<file path="src/rtl/sar_seq_pkg.sv">
package sar_seq_pkg;

    typedef enum logic [1:0] {
        ST_IDLE    = 2'd0,
        ST_SAMPLE  = 2'd1,
        ST_CONVERT = 2'd2
    } seq_state_t;

    localparam int RES_MAX = 12;
    localparam int IDX_W   = 4;
    localparam int EI_W    = 3;

    // number of decision steps for a resolution code
    function automatic logic [IDX_W-1:0] res_bits(input logic [1:0] sel);
        unique case (sel)
            2'b00:   return IDX_W'(12);
            2'b01:   return IDX_W'(10);
            2'b10:   return IDX_W'(8);
            default: return IDX_W'(6);
        endcase
    endfunction

    // largest legal early lead code for a resolution code
    function automatic logic [EI_W-1:0] early_limit(input logic [1:0] sel);
        unique case (sel)
            2'b00, 2'b01: return EI_W'(7);
            2'b10:        return EI_W'(5);
            default:      return EI_W'(3);
        endcase
    endfunction

    function automatic logic [EI_W-1:0] clamp_early(input logic [EI_W-1:0] code,
                                                    input logic [1:0] sel);
        logic [EI_W-1:0] lim;
        lim = early_limit(sel);
        return (code > lim) ? lim : code;
    endfunction

endpackage

</file>
<file path="src/rtl/sar_div_en.sv">
module sar_div_en #(
    parameter int CODE_W      = 6,
    parameter bit ZERO_BYPASS = 1'b1
) (
    input  logic              clk,
    input  logic              rst_n,
    input  logic              tick_in,
    input  logic [CODE_W-1:0] code,
    output logic              tick_out
);
    localparam int CNT_W = CODE_W + 1;

    logic [CODE_W-1:0] eff_code;
    logic [CNT_W-1:0]  lim;
    logic [CNT_W-1:0]  cnt_q;
    logic              wrap;

    assign eff_code = (code == '0) ? CODE_W'(1) : code;
    assign lim      = {eff_code, 1'b0} - CNT_W'(1);
    assign wrap     = (cnt_q >= lim);

    always_ff @(posedge clk or negedge rst_n) begin
        if (!rst_n) begin
            cnt_q <= '0;
        end else if (tick_in) begin
            cnt_q <= wrap ? '0 : cnt_q + CNT_W'(1);
        end
    end

    generate
        if (ZERO_BYPASS) begin : g_bypass
            assign tick_out = (code == '0) ? tick_in : (tick_in && wrap);
        end else begin : g_plain
            assign tick_out = tick_in && wrap;
        end
    endgenerate

endmodule

</file>
<file path="src/rtl/sar_seq_fsm.sv">
module sar_seq_fsm
    import sar_seq_pkg::*;
#(
    parameter int SAMP_W = 10
) (
    input  logic                 clk,
    input  logic                 rst_n,
    input  logic                 tad_en,
    input  logic                 samp_hold,
    input  logic                 conv_req,
    input  logic                 hw_trig,
    input  logic [SAMP_W-1:0]    samp_time,
    input  logic [1:0]           res_sel,
    input  logic [EI_W-1:0]      early_code,
    input  logic                 comp_in,
    output logic                 sample_on,
    output logic                 conv_active,
    output logic                 step_stb,
    output logic [RES_MAX-1:0]   result,
    output logic                 result_valid,
    output logic                 early_pulse
);
    seq_state_t st_q, st_d;

    logic [SAMP_W-1:0]  samp_cnt_q;
    logic [SAMP_W-1:0]  samp_tgt;
    logic [SAMP_W:0]    samp_next;
    logic [IDX_W-1:0]   bit_cnt_q;
    logic [IDX_W-1:0]   bits_q;
    logic [IDX_W-1:0]   res_idx;
    logic [IDX_W-1:0]   early_at;
    logic [1:0]         res_q;
    logic [EI_W-1:0]    ek_q;
    logic               samp_done;
    logic               last_step;
    logic               conv_start;

    logic               step_q;
    logic               valid_q;
    logic               early_q;
    logic [RES_MAX-1:0] result_q;

    assign samp_tgt   = (samp_time == '0) ? SAMP_W'(1) : samp_time;
    assign samp_next  = {1'b0, samp_cnt_q} + (SAMP_W+1)'(1);
    assign samp_done  = tad_en && (samp_next >= {1'b0, samp_tgt});
    assign bits_q     = res_bits(res_q);
    assign last_step  = tad_en && (bit_cnt_q == bits_q - IDX_W'(1));
    assign res_idx    = bits_q - IDX_W'(1) - bit_cnt_q;
    assign early_at   = bits_q - IDX_W'(2) - {1'b0, ek_q};
    assign conv_start = (st_q != ST_CONVERT) && (st_d == ST_CONVERT);

    // next-state decision
    always_comb begin
        st_d = st_q;
        unique case (st_q)
            ST_IDLE: begin
                if (samp_hold)      st_d = ST_SAMPLE;
                else if (conv_req)  st_d = ST_CONVERT;
                else if (hw_trig)   st_d = ST_SAMPLE;
            end
            ST_SAMPLE: begin
                if (samp_hold)      st_d = ST_SAMPLE;
                else if (conv_req)  st_d = ST_CONVERT;
                else if (samp_done && !hw_trig) st_d = ST_CONVERT;
            end
            ST_CONVERT: begin
                if (last_step)      st_d = ST_IDLE;
            end
            default:                st_d = ST_IDLE;
        endcase
    end

    // state register
    always_ff @(posedge clk or negedge rst_n) begin
        if (!rst_n) st_q <= ST_IDLE;
        else        st_q <= st_d;
    end

    // sample and bit counters, captured conversion settings
    always_ff @(posedge clk or negedge rst_n) begin
        if (!rst_n) begin
            samp_cnt_q <= '0;
            bit_cnt_q  <= '0;
            res_q      <= 2'b00;
            ek_q       <= '0;
        end else begin
            if (st_q != ST_SAMPLE || samp_hold || hw_trig)
                samp_cnt_q <= '0;
            else if (tad_en)
                samp_cnt_q <= samp_next[SAMP_W-1:0];

            if (conv_start) begin
                bit_cnt_q <= '0;
                res_q     <= res_sel;
                ek_q      <= clamp_early(early_code, res_sel);
            end else if (st_q == ST_CONVERT && tad_en) begin
                bit_cnt_q <= bit_cnt_q + IDX_W'(1);
            end
        end
    end

    // registered outputs
    always_ff @(posedge clk or negedge rst_n) begin
        if (!rst_n) begin
            step_q   <= 1'b0;
            valid_q  <= 1'b0;
            early_q  <= 1'b0;
            result_q <= '0;
        end else begin
            step_q  <= (st_q == ST_CONVERT) && tad_en;
            valid_q <= (st_q == ST_CONVERT) && last_step;
            early_q <= (st_q == ST_CONVERT) && tad_en && (bit_cnt_q == early_at);
            if (conv_start)
                result_q <= '0;
            else if (st_q == ST_CONVERT && tad_en)
                result_q[res_idx] <= comp_in;
        end
    end

    assign sample_on    = (st_q == ST_SAMPLE);
    assign conv_active  = (st_q == ST_CONVERT);
    assign step_stb     = step_q;
    assign result_valid = valid_q;
    assign early_pulse  = early_q;
    assign result       = result_q;

    // a decision strobe only follows a cycle spent converting
    a_r5_step_in_convert: assert property (@(posedge clk) disable iff (!rst_n)
        step_q |-> $past(st_q == ST_CONVERT));

    // valid pulse coincides with a decision strobe
    a_r6_valid_on_step: assert property (@(posedge clk) disable iff (!rst_n)
        valid_q |-> step_q);

    // result is stable while idle and no conversion is starting
    a_r6_result_held: assert property (@(posedge clk) disable iff (!rst_n)
        (st_q == ST_IDLE && st_d != ST_CONVERT) |=> $stable(result_q));

    // hold keeps the switch closed
    a_r7_hold_keeps_sample: assert property (@(posedge clk) disable iff (!rst_n)
        (st_q == ST_SAMPLE && samp_hold) |=> (st_q == ST_SAMPLE));

    // nothing but a conversion tick leaves the convert state
    a_r9_convert_until_tick: assert property (@(posedge clk) disable iff (!rst_n)
        (st_q == ST_CONVERT && !tad_en) |=> (st_q == ST_CONVERT));

    // early pulse lands on a strobe before the final one
    a_r10_early_before_end: assert property (@(posedge clk) disable iff (!rst_n)
        early_q |-> (step_q && !valid_q));

endmodule

</file>
<file path="src/rtl/sar_irq_sel.sv">
module sar_irq_sel (
    input  logic irq_ovr,
    input  logic done_ien,
    input  logic early_ien,
    input  logic result_valid,
    input  logic early_pulse,
    output logic irq
);
    always_comb begin
        if (irq_ovr) irq = result_valid && done_ien;
        else         irq = early_pulse && early_ien;
    end
endmodule

</file>
<file path="src/rtl/sar_seq_ctrl.sv">
module sar_seq_ctrl
    import sar_seq_pkg::*;
#(
    parameter int TQ_CODE_W  = 6,
    parameter int TAD_CODE_W = 7,
    parameter int SAMP_W     = 10
) (
    input  logic                  clk,
    input  logic                  rst_n,
    input  logic [TQ_CODE_W-1:0]  tq_code,
    input  logic [TAD_CODE_W-1:0] tad_code,
    input  logic [1:0]            res_sel,
    input  logic [SAMP_W-1:0]     samp_time,
    input  logic [EI_W-1:0]       early_code,
    input  logic                  samp_hold,
    input  logic                  conv_req,
    input  logic                  hw_trig,
    input  logic                  comp_in,
    input  logic                  done_ien,
    input  logic                  early_ien,
    input  logic                  irq_ovr,
    output logic                  sample_on,
    output logic                  conv_active,
    output logic                  step_stb,
    output logic [RES_MAX-1:0]    result,
    output logic                  result_valid,
    output logic                  early_pulse,
    output logic                  irq
);
    logic tq_en;
    logic tad_en;

    sar_div_en #(.CODE_W(TQ_CODE_W), .ZERO_BYPASS(1'b1)) u_tq_div (
        .clk      (clk),
        .rst_n    (rst_n),
        .tick_in  (1'b1),
        .code     (tq_code),
        .tick_out (tq_en)
    );

    sar_div_en #(.CODE_W(TAD_CODE_W), .ZERO_BYPASS(1'b0)) u_tad_div (
        .clk      (clk),
        .rst_n    (rst_n),
        .tick_in  (tq_en),
        .code     (tad_code),
        .tick_out (tad_en)
    );

    sar_seq_fsm #(.SAMP_W(SAMP_W)) u_fsm (
        .clk          (clk),
        .rst_n        (rst_n),
        .tad_en       (tad_en),
        .samp_hold    (samp_hold),
        .conv_req     (conv_req),
        .hw_trig      (hw_trig),
        .samp_time    (samp_time),
        .res_sel      (res_sel),
        .early_code   (early_code),
        .comp_in      (comp_in),
        .sample_on    (sample_on),
        .conv_active  (conv_active),
        .step_stb     (step_stb),
        .result       (result),
        .result_valid (result_valid),
        .early_pulse  (early_pulse)
    );

    sar_irq_sel u_irq (
        .irq_ovr      (irq_ovr),
        .done_ien     (done_ien),
        .early_ien    (early_ien),
        .result_valid (result_valid),
        .early_pulse  (early_pulse),
        .irq          (irq)
    );

    // a conversion tick is always also a control tick
    a_r3_tad_within_tq: assert property (@(posedge clk) disable iff (!rst_n)
        tad_en |-> tq_en);

endmodule

</file>
<file path="config.mk">
export PLATFORM = sky130hd
export DESIGN_NAME = sar_seq_ctrl
export DESIGN_NICKNAME = d
export VERILOG_FILES = /design/src/rtl/sar_seq_pkg.sv /design/src/rtl/sar_div_en.sv /design/src/rtl/sar_seq_fsm.sv /design/src/rtl/sar_irq_sel.sv /design/src/rtl/sar_seq_ctrl.sv
export SDC_FILE = /design/constraint.sdc
export NUM_CORES = 1
export LEC_CHECK = 0
export BUFFER_PORTS_ARGS = -buffer_cell sky130_fd_sc_hd__clkbuf_2
export CORE_MARGIN = 5
export CORE_UTILIZATION = 55
export CTS_BUF_LIST = sky130_fd_sc_hd__clkbuf_8
export CTS_CLUSTER_SIZE = 14
export DETAILED_ROUTE_END_ITERATION = 8
export PLACE_DENSITY_LB_ADDON = 0.25
export REMOVE_ABC_BUFFERS = 1
export SLEW_MARGIN = 0
export SYNTH_ARGS = -nofsm -noshare
export SYNTH_HDL_FRONTEND = slang
export SYNTH_SLANG_ARGS = --single-unit
</file>
<file path="constraint.sdc">
create_clock -name clk -period 3.4 [get_ports clk]
set_input_delay 0.34 -clock clk [delete_from_list [all_inputs] [get_ports clk]]
set_output_delay 0.34 -clock clk [all_outputs]
set_load 0.03 [all_outputs]
</file>
== Yosys cells after proc, flatten, opt, wreduce, memory -nomap -nowiden ==
Cells that the tools add are included.
Widths: inputs -> output; s select.
Storage, ports and cells
  register bits after elaboration: 51
  input bits: 37
  output and inout port bits: 18
  word-level logic and storage cells: 89
Cells by class
  add/sub/neg operators: 10
  magnitude comparators: 6
  eq/ne operators: 11
  muxes and demuxes: 28
  reduce and logical (&&, ||, !) cells: 23
Operators by type and width (number)
  $mux 10: 3
  $mux 12: 2
  $mux 2: 7
  $mux 7: 2
  $bwmux 12: 1
  $pmux 4 s3: 1
  $add 10x1->11 const B: 1
  $ge 11x10->1: 1
  $logic_and 1x1->1: 11
  $logic_not 10->1: 1
  $add 8x1->8 const B: 1
  $eq 2x2->1 const B: 4
  $eq 4x4->1: 2
  $ge 8x8->1: 1
  $mux 4: 2
  $mux 8: 1
  $sub 8x1->8 const B: 1
  $add 7x1->7 const B: 1
  $ge 7x7->1: 1
  $logic_not 7->1: 1
  $sub 7x1->7 const B: 1
  $eq 2x1->1 const B: 3
  $logic_not 2->1: 3
  $logic_not 6->1: 1
  other kinds (20): 25

== Logic depth before layout (Yosys ltp) ==
  word-level depth: 17
  gate-level depth with buffers: 15
  depth with buffers taken out: 12

== Hierarchy ==
From an unflattened synthesis, not the netlist that was laid out.
Second synthesis, totals
  cell total of the unflattened synthesis: 407
  area, all modules: 3684.8 um2
Modules (own cells, without submodules)
  sar_seq_fsm: times used 1, cells each 264, area each 2442.3 um2, sequential area each 900.9 um2
  sar_div_en at u_tad_div: times used 1, cells each 75, area each 666.9 um2, sequential area each 200.2 um2
  sar_div_en at u_tq_div: times used 1, cells each 64, area each 558.0 um2, sequential area each 175.2 um2
  sar_irq_sel: times used 1, cells each 3, area each 13.8 um2, sequential area each 0.0 um2
  sar_seq_ctrl: times used 1, cells each 1, area each 3.8 um2, sequential area each 0.0 um2

== Worst setup path before layout ==
OpenSTA, ideal clock, no wires.
  path kind: in2reg
  start: input port tq_code[2]
  end: register u_fsm.ek_q[1]
  library setup time: 0.127 ns
  data arrival time: 3.020 ns
  required time: 3.273 ns
  setup slack: 0.253 ns
  stages: 14
  path buffers: 2
  cell sequence: or4_4 > nor3_2 > or2_2 > nor3_1 > xnor2_1 > ha_1 > nand4_1 > a21oi_1 > or3_1 > buf_6 > nand2_4 > o31ai_4 > buf_6 > mux2_1
Between the ends
  longest elaborated chain between the ends: 14
  elaborated cells on any way between the ends: 16
  classes of those cells: add/sub: 1; order compare: 1; eq/ne: 1; mux: 7; reduce/logical: 6
RTL lines
  from (decl): line sar_seq_ctrl.sv:10  | input logic [TQ_CODE_W-1:0] tq_code,
  $logic_not 6->1: line sar_div_en.sv:18, sar_div_en.sv:32
  $mux 6: line sar_div_en.sv:18  | assign eff_code = (code == '0) ? CODE_W'(1) : code;
  $sub 7x1->7: line sar_div_en.sv:19  | assign lim = {eff_code, 1'b0} - CNT_W'(1);
  $ge 7x7->1: line sar_div_en.sv:20  | assign wrap = (cnt_q >= lim);
  $mux 1 *: line sar_div_en.sv:32  | assign tick_out = (code == '0) ? tick_in : (tick_in && wrap);
  $logic_and 1x1->1 *: line sar_div_en.sv:34  | assign tick_out = tick_in && wrap;
  $logic_and 1x1->1: line sar_seq_fsm.sv:45  | assign samp_done = tad_en && (samp_next >= {1'b0, samp_tgt});
  $logic_and 1x1->1: line sar_seq_fsm.sv:64  | else if (samp_done && !hw_trig) st_d = ST_CONVERT;
  $mux 2: line sar_seq_fsm.sv:64
  $mux 2: line sar_seq_fsm.sv:63  | else if (conv_req) st_d = ST_CONVERT;
  $mux 2: line sar_seq_fsm.sv:62  | if (samp_hold) st_d = ST_SAMPLE;
  $pmux 2 s3 *: line sar_seq_fsm.sv:55  | unique case (st_q)
  $eq 2x2->1 *: line sar_seq_fsm.sv:50  | assign conv_start = (st_q != ST_CONVERT) && (st_d == ST_CONVERT);
  $logic_and 1x1->1 *: line sar_seq_fsm.sv:50
  to (signal assigned): line sar_seq_fsm.sv:95  | ek_q <= clamp_early(early_code, res_sel);
  to (decl): line sar_seq_fsm.sv:33  | logic [EI_W-1:0] ek_q;
Every way passes the cells marked *; elsewhere a longest branch is shown, timed or not.
A chain may end at the register's enable or synchronous reset.

== Final worst setup path ==
  start: register u_fsm.samp_cnt_q[0]
  end: register u_fsm.result_q[1], in the netlist u_fsm.result[1]
Between the ends
  longest elaborated chain between the ends: 11
  elaborated cells on any way between the ends: 12
  classes of those cells: add/sub: 1; order compare: 1; eq/ne: 1; mux: 5; reduce/logical: 4
RTL lines
  from (decl): line sar_seq_fsm.sv:25  | logic [SAMP_W-1:0] samp_cnt_q;
  from (signal assigned): line sar_seq_fsm.sv:90  | samp_cnt_q <= samp_next[SAMP_W-1:0];
  $add 10x1->11 *: line sar_seq_fsm.sv:44  | assign samp_next = {1'b0, samp_cnt_q} + (SAMP_W+1)'(1);
  $ge 11x10->1 *: line sar_seq_fsm.sv:45
  $logic_and 1x1->1 *: line sar_seq_fsm.sv:45
  $logic_and 1x1->1 *: line sar_seq_fsm.sv:64
  $mux 2 *: line sar_seq_fsm.sv:64
  $mux 2 *: line sar_seq_fsm.sv:63
  $mux 2 *: line sar_seq_fsm.sv:62
  $pmux 2 s3 *: line sar_seq_fsm.sv:55
  $eq 2x2->1 *: line sar_seq_fsm.sv:50
  $logic_and 1x1->1 *: line sar_seq_fsm.sv:50
  $mux 12 / $reduce_bool 2->1 (equally long branches)
  to (signal, indexed assignment): line sar_seq_fsm.sv:116  | result_q[res_idx] <= comp_in;
  to (decl): line sar_seq_fsm.sv:41  | logic [RES_MAX-1:0] result_q;
Marks and branches as above.

==> metrics.md <==
| Metric | Value |
|---|---|
| Gp weighted congestion | 0.817 |
| Hold slack final | 0.111 ns |
| Synth area leaders | dfrtp_1, ha_1, xnor2_1 |
| Layout area overhead | 13.4% |
| Final setup vio count | 0 |
| CTS Buf Count | 5 |
| Crit path launch | u_fsm.samp_cnt_q[0] |
| DR vias/cell | 5.72 |
| CTS root buffer | clkbuf_8 |
| Post-synth EDFFs | 0 |
| Post-synthesis sequential area ratio | 35.3% |
| Die H | 91.1 µm |
| Worst setup SP type | flop |
| Starting density of the core | 56.6% |
| Reg-to-reg startpoint | u_fsm.samp_cnt_q[0] |
| Pwr Density | 475 nW/µm² |
| Most common cell in the netlist | dfrtp_1 |
| Final hold viol count | 0 |
| Die area | 8290 µm² |
| Width of the die | 91.1 µm |
| Status | complete, no violations |
| Area post-placement | 4020 µm² |
| Critical Path AT | 3.30 ns |
| Netlist cell types | 46 |
| Mapped cell area | 3610 µm² |
| CTS tree | yes |
| Clk_skew | 0.00656 ns |
| Antenna Nets Post-Route | 0 |
| Rel. slew slack | 46.7% |
| Setup TNS | 0 ns |
| I/O pin count | 55 |
| Core area | 6390 µm² |
| Final WL | 8060 µm |
| Post-CTS Setup Repair Bufs | 0 |
| First-pass GRT wire length | 13900 µm |
| CP Max Fanout | 14 |
| DP HPWL | 6240 µm |
| Clock Path Buffers | 2 |
| GRT Residual Overflow | 0 |
| Pins over their slew limit | 0 |
| Drt wl/cell | 14.8 µm |
| Peak VDD IR | 0.353 mV |
| Synth area leader | dfrtp_1 |
| Worst min-delay path category | input port to asynchronous set/reset pin |
| Max-cap viol count | 0 |
| Critical Path RT | 3.58 ns |
| CTS clock-pin slew for the worst setup and hold paths | 0.09 ns |
| Via count | 3113 |
| Mean Syn Cell Area | 8.95 µm² |
| Async S/R FF share, synth | 100% |
| Final nets | 543 |
| Mapped Cells | 404 |
| M1 GR Usage | 24.9% |
| Top FF cell, synth | dfrtp_1 |
| Busiest grt layer | met2 |
| Area occupied by multi-input gates | 2190 µm² |
| Yosys warnings | 0 |
| Met2 Use GR | 35.0% |
| Synth top cells by count | dfrtp_1, nor2_1, ha_1 |
| Clk_lat worst skew | 0.30 ns |
| Layout cells sized above 1 | 18.2% |
| CP Capture Type | flop |
| M3 GR Usage | 3.39% |
| Clock Sink Count | 51 |
| DRC viols | 0 |
| Row Count | 29 |
| Post-synth top area share | 35.3% |
| Highest clock rate | 320 MHz |
| Fin crit period | 3.12 ns |
| Unrepaired setup endpoints after global routing | no |
| Flops & latches, synth | 51 |
| N_diodes | 0 |
| Final Cell Area | 4100 µm² |
| Fillers | 576 |
| Vias in the first global route | 3114 |
| Port buffer count | 54 |
| Antenna violations before repair | 0 |
| Setup CP Type | flop to flop |
| Pleak | 1.99 nW |
| DR iter-0 viols | 103 |
| Period utilization | 91.8% |
| H-tree depth | 2 |
| Least-Margin Pin Slew | 0.800 ns |
| Sequential Area | 1280 µm² |
| Pin count of the biggest net entering global routing | 32 |
| GRT Util Overall | 19.9% |
| Pre-antenna DRT Iters | 4 |
layout by cell type (no fill, tap or decap), types with 5 or more instances in the layout:
cell	count
o31ai_1	5
o21ai_0	16
nor3_1	17
nand3_1	26
a21oi_1	26
nand4_1	12
xnor2_1	26
dfrtp_1	51
clkbuf_2	54
nor2_1	42
inv_1	25
ha_1	38
nand2_1	33
xor2_1	15
a21o_1	5
clkbuf_8	5
buf_4	13
worst paths after layout:
check	slack, ns	cells past startpoint	end
min reg2reg	0.49	1	u_tq_div.cnt_q[0]
max in group asynchronous	2.50	2	u_fsm.result[6]
min	0.11	1	u_tq_div.cnt_q[6]
max	0.28	12	u_fsm.result[1]
max reg2reg	0.28	12	u_fsm.result[1]
min in group clk	0.23	2	u_fsm.st_q[0]
state kept, by name, indices dropped and copies added (netlist names), 2 cells and up:
signal and cells:
u_fsm.bit_cnt_q 4, u_fsm.ek_q 3, u_fsm.res_q 2, u_fsm.result 12, u_fsm.samp_cnt_q 10, u_fsm.st_q 2, u_tad_div.cnt_q 8, u_tq_div.cnt_q 7
what timing repair did:
item	CTS	global route
resized for setup	0	1
hold buffers	0	0
endpoints found under the setup margin	0	10
endpoints found under the hold margin	0	0
cell families (layout without fill, tap and decap cells):
logic type / count (synthesis) / in the layout / share of synthesized area (%)
adder cells (fa/ha/maj): 40 / 40 / 14.3
flip-flops: 51 / 51 / 35.3
buffers and inverters: 36 / 99 / 4.40
XOR/XNOR: 42 / 42 / 10.6
AND/OR/NAND/NOR: 161 / 161 / 21.7
multiplexers: 7 / 7 / 2.08
AO/OA/AOI/OAI: 67 / 67 / 11.7
per-stage QoR:
stage	power [mW]	setup WS [ns]	cells	utilization, %
2_1_floorplan	1.39	-0.0920	392	-
3_3_place_gp	1.59	0.0365	536	62.9
3_5_place_dp	1.62	-0.0661	536	62.9
4_1_cts	1.95	0.191	544	64.1
5_1_grt	2.10	0.0421	544	64.2
6_report	1.95	0.278	544	64.2
critical path, stage by stage, from the launching register on:
cell and delay, ns:
dfrtp_1 0.43, nand3_1 0.17, or2_2 0.37, nor3_1 0.31, xor2_1 0.13, ha_1 0.34, nand2_1 0.07, a31oi_1 0.20
a2111oi_2 0.08, buf_4 0.16, o31ai_4 0.38, buf_4 0.28, a21oi_1 0.07
power breakdown:
group | internal, mW | leakage [nW] | total, mW | switching (mW)
logic | 0.340 | 1.26 | 0.826 | 0.485
clock network | 0.139 | 0.0505 | 0.336 | 0.197
registers | 0.691 | 0.683 | 0.784 | 0.0926
layer usage:
layer	wire, µm	part of all wire [%]
met1	3570	44
met2	4040	50
met3	287	3.6
met4	158	2.0
met5	0	0
layout make-up:
cell class                 count  share of cell area [%]
multi-input combinational    317                    53.4
sequential                    51                    31.1
timing repair buffer          67                    8.97
tap                           77                    2.35
inverter                      24                    2.20
clock buffer                   5                    1.68
clock inverter                 3                   0.305
Note: power is estimated with default switching activity, not from simulation.
